[src/rtl/fix2flt.sv]
module fix2flt #(
  parameter int MSB_WT = 20,
  parameter int LSB_WT = -30,
  parameter int EXP_W  = 5,
  parameter int FRAC_W = 10
) (
  input  logic                              clk,
  input  logic                              rst_n,
  input  logic                              in_valid,
  input  logic [MSB_WT-LSB_WT:0]            in_fix,
  output logic                              out_valid,
  output logic [EXP_W+FRAC_W:0]             out_float
);
  localparam int W     = MSB_WT - LSB_WT + 1;
  localparam int LZW   = $clog2(W + 1);
  localparam int BIAS  = (1 << (EXP_W - 1)) - 1;
  localparam int EMIN  = 1 - BIAS;
  localparam int EMAXF = (1 << EXP_W) - 1;
  localparam int SUBLIM = MSB_WT - EMIN;
  localparam int SHMAX = (SUBLIM < 0) ? 0 : ((SUBLIM > W) ? W : SUBLIM);
  localparam int XW    = W + FRAC_W + 2;
  localparam int FW    = EXP_W + FRAC_W + 1;

  logic           s1_v, s1_sign;
  logic [W-1:0]   s1_mag;

  always_ff @(posedge clk or negedge rst_n) begin
    if (!rst_n) begin
      s1_v    <= 1'b0;
      s1_sign <= 1'b0;
      s1_mag  <= '0;
    end else begin
      s1_v <= in_valid;
      if (in_valid) begin
        s1_sign <= in_fix[W-1];
        s1_mag  <= in_fix[W-1] ? ({W{1'b0}} - in_fix) : in_fix;
      end
    end
  end

  logic [LZW-1:0] lz;
  always_comb begin
    lz = LZW'(W);
    for (int i = 0; i < W; i++)
      if (s1_mag[i]) lz = LZW'(W - 1 - i);
  end

  logic [LZW-1:0]         sh;
  logic [XW-1:0]          xs;
  logic                   hid, grd, stk, inc, big;
  logic [FRAC_W-1:0]      frac;
  logic signed [31:0]     eb;
  logic [EXP_W-1:0]       efld;
  logic [EXP_W+FRAC_W-1:0] sum;
  logic [FW-1:0]          res;

  assign sh   = (int'(lz) < SHMAX) ? lz : LZW'(SHMAX);
  assign xs   = {s1_mag, {(FRAC_W+2){1'b0}}} << sh;
  assign hid  = xs[XW-1];
  assign frac = xs[XW-2 -: FRAC_W];
  assign grd  = xs[W];
  assign stk  = |xs[W-1:0];
  assign eb   = MSB_WT - int'(lz) + BIAS;
  assign big  = hid && (eb >= EMAXF);
  assign efld = hid ? eb[EXP_W-1:0] : '0;
  assign inc  = grd & (stk | frac[0]);
  assign sum  = {efld, frac} + {{(EXP_W+FRAC_W-1){1'b0}}, inc};
  assign res  = big ? {s1_sign, {EXP_W{1'b1}}, {FRAC_W{1'b0}}} : {s1_sign, sum};

  always_ff @(posedge clk or negedge rst_n) begin
    if (!rst_n) begin
      out_valid <= 1'b0;
      out_float <= '0;
    end else begin
      out_valid <= s1_v;
      if (s1_v) out_float <= res;
    end
  end
endmodule

[config.mk]
export PLATFORM = sky130hd
export DESIGN_NAME = fix2flt
export DESIGN_NICKNAME = d
export VERILOG_FILES = /design/src/rtl/fix2flt.sv
export SDC_FILE = /design/constraint.sdc
export NUM_CORES = 1
export LEC_CHECK = 0
export ABC_AREA = 1
export CAP_MARGIN = 20
export CORE_MARGIN = 1
export CORE_UTILIZATION = 50
export DETAILED_ROUTE_END_ITERATION = 6
export PLACE_DENSITY = 0.72
export SLEW_MARGIN = 20
export SYNTH_ARGS = -nofsm -noshare
export SYNTH_HDL_FRONTEND = slang
export SYNTH_SLANG_ARGS = --single-unit
export TNS_END_PERCENT = 20
[constraint.sdc]
create_clock -name clk -period 4.7 [get_ports clk]
set_input_delay 0.47 -clock clk [delete_from_list [all_inputs] [get_ports clk]]
set_output_delay 0.47 -clock clk [all_outputs]
set_load 0.03 [all_outputs]
==> impl_metrics.env <==
export IMPL_root_buffer="clkbuf_16"
export IMPL_pin_count=71
export IMPL_ir_drop_v=0.000187
export IMPL_cp_common_cell="nand2_1"
export IMPL_slew_headroom=0.397
export IMPL_min_path_type="in -> async"
export IMPL_finalWirelength_um=25500
export IMPL_cts_tree="built"
export IMPL_synth_enable_flop_cells=0
export IMPL_cp_required_ps=4930
export IMPL_vias=9605
export IMPL_ys_flop_type="dfrtp_1"
export IMPL_antenna_cells=0
export IMPL_slowest_stage="dfrtp_1"
export IMPL_wl_per_cell_um=14.8
export IMPL_cts_max_level=3
export IMPL_cts_reportedPaths_clkPinSlew_ps=70
export IMPL_slew_violations=0
export IMPL_status="finished with violations"
export IMPL_p_leak_nw=5.09
export IMPL_cts_buffer_depth=2
export IMPL_drive_gt1_frac=0.171
export IMPL_initial_core_util=0.511
export IMPL_grt_use_total=0.320
export IMPL_worst_r2r_setup_slack_ps=-350
export IMPL_synth_area_mm2=0.00777
export IMPL_dieArea_mm2=0.0160
export IMPL_setup_viol=15
export IMPL_yosys_top_cells_area="nand2_1 23%, dfrtp_1 23%, nand3_1 15%"
export IMPL_worstPathArrival_ps=5280
export IMPL_fin_ws_ps=-352
export IMPL_place_gp_congestion=0.952
export IMPL_nets=1579
export IMPL_yosys_register_bits=70
export IMPL_grt_overflow_total=0
export IMPL_antenna_found_initial=0
export IMPL_yosysTopAreaCell="nand2_1"
export IMPL_violations="negative setup slack"
export IMPL_clock_sinks=70
export IMPL_yosysTopAreaCellShare=0.227
export IMPL_drv_cap=0
export IMPL_grt_max_degree=71
export IMPL_fin_tns_setup_ps=-4090
export IMPL_period_share=1.07
export IMPL_viasPerCell=5.60
export IMPL_syn_nets=1423
export IMPL_die_h_um=127
export IMPL_drc=0
export IMPL_critPathMaxStageDelay_ps=380
export IMPL_tightest_slew_ps=904
export IMPL_synthArstFlopShare=1.00
export IMPL_drt_iter0_markers=906
export IMPL_drt_pre_antenna_iters=6
export IMPL_numCtsBuffers=9
export IMPL_grt_first_pass_wirelength_um=41500
export IMPL_fp_row_count=45
export IMPL_crit_type="reg -> reg"
export IMPL_yosysWarnings=0
export IMPL_area_growth_pct=32.6
export IMPL_ant_nets=0
export IMPL_final_util=0.678
export IMPL_endpoint_kind="flip-flop"
export IMPL_insertion_delay_ps=350
export IMPL_grt_pass1_vias=8572
export IMPL_yosysUniqueCellTypes=51
export IMPL_cp_max_fo=9
export IMPL_hold_viol=0
export IMPL_finClkSkew_ps=14.3
export IMPL_worst_setup_path_start_kind="flip-flop"
export IMPL_netlist_instances=1365
export IMPL_max_freq_mhz=198
export IMPL_avgSynthCellArea_um2=5.69
export IMPL_grt_setup_unrepaired="true"
export IMPL_post_route_min_period_ps=5050
export IMPL_dpl_worst_slack_ps=-266
export IMPL_total_power_mw=3.78
export IMPL_die_w_um=127
export IMPL_hpwl_um=18800
export IMPL_port_buffers=70
export IMPL_core_mm2=0.0152
export IMPL_p_per_area_mw_per_mm2=367
export IMPL_seq_area_frac_synth=0.225
[worst max-delay path: cells and delay by family (launching register included)]
family,cells,cell delay (ps)
AO/OA/AOI/OAI,2,190
AND/OR/NAND/NOR,58,3720
buffers and inverters,5,590
flip-flops,1,380
[cell usage in the layout, fill, tap and decap left out, types with 34 or more instances in the layout]
cell type,instances
o21ai_0,73
inv_1,105
clkdlybuf4s50_1,69
xor2_1,34
nand4_1,42
dfrtp_1,70
nor2_1,96
nand2_1,445
buf_4,127
nand3_2,35
nand3_1,203
[path summary, 6_finish.rpt]
check	cells after the start	endpoint	from
setup / recovery	65	out_float[11]	s1_mag[1]
hold / removal	2	out_float[0]	rst_n
setup reg to reg	65	out_float[11]	s1_mag[1]
hold reg to reg	2	out_float[15]	out_float[15]
max in group asynchronous	2	s1_mag[3]	rst_n
min in group clk	2	out_float[15]	out_float[15]
[power breakdown]
group | switching [mW] | internal [mW] | leakage (nW) | total [mW]
logic | 1.28 | 0.895 | 4.06 | 2.18
clock network | 0.297 | 0.533 | 0.172 | 0.830
registers | 0.0876 | 0.691 | 0.857 | 0.779
[state kept, by name, summed over array words and instances, names as in the netlist]
name and cells:
s1_mag 51, out_float 16, out_valid 1, s1_sign 1, s1_v 1
[layer usage]
metal | GRT usage | wire length, µm | vias to the layer above | share of wire
met5 | 0 | 0 | - | 0
met4 | 0.115 | 747 | 0 | 0.029
met3 | 0.0325 | 1580 | 61 | 0.062
met2 | 0.513 | 11400 | 389 | 0.45
met1 | 0.448 | 11700 | 4320 | 0.46
li1 | - | - | 4835 | -
[per-stage QoR]
stage | instance area (µm²) | hold slack, ps | std cells
3_5_place_dp | 9410 | 465 | 1682
2_1_floorplan | 7770 | 174 | 1365
4_1_cts | 10100 | 367 | 1712
3_3_place_gp | 9410 | 459 | 1682
5_1_grt | 10300 | 424 | 1714
6_report | 10300 | 281 | 1714
[cell usage after synthesis, types with 6 or more instances]
cell      count
o21ai_0      79
xnor2_1      16
dfrtp_1      70
o211ai_1      6
nand2_1     469
inv_2         7
inv_1       106
xor2_1       34
nor2_1      105
nor3_1       18
clkbuf_1     42
nand3_1     238
o21ai_1      16
nand4_1      42
nor4_1       13
buf_2        13
a21oi_1      31
[cell type report]
type                            count  area (µm²)
Multi-Input combinational cell   1115        5640
Fill cell                        1438        4900
Timing Repair Buffer              210        1890
Sequential cell                    70        1750
Inverter                          115         434
Clock buffer                       10         239
Tap cell                          188         235
Clock inverter                      6         109
[cells by family (layout without fill, tap and decap cells)]
logic type                 Yosys count  in the layout  synth area share
and+or+nand+nor                    909            909             0.511
buffers and inverters              180            341            0.0929
AOI/OAI and AO/OA                  152            152             0.108
DFF                                 70             70             0.225
xor gates and xnor gates            50             50            0.0564
adders and majority gates            4              4           0.00644
[repair_timing]
action	CTS	global route
cloned	3	0
buffers inserted	11	2
hold buffers	0	0
resized for setup	55	47
pin swaps	17	18
endpoints found under the setup margin	15	15
No activity file was read; power rests on OpenSTA's default activity.
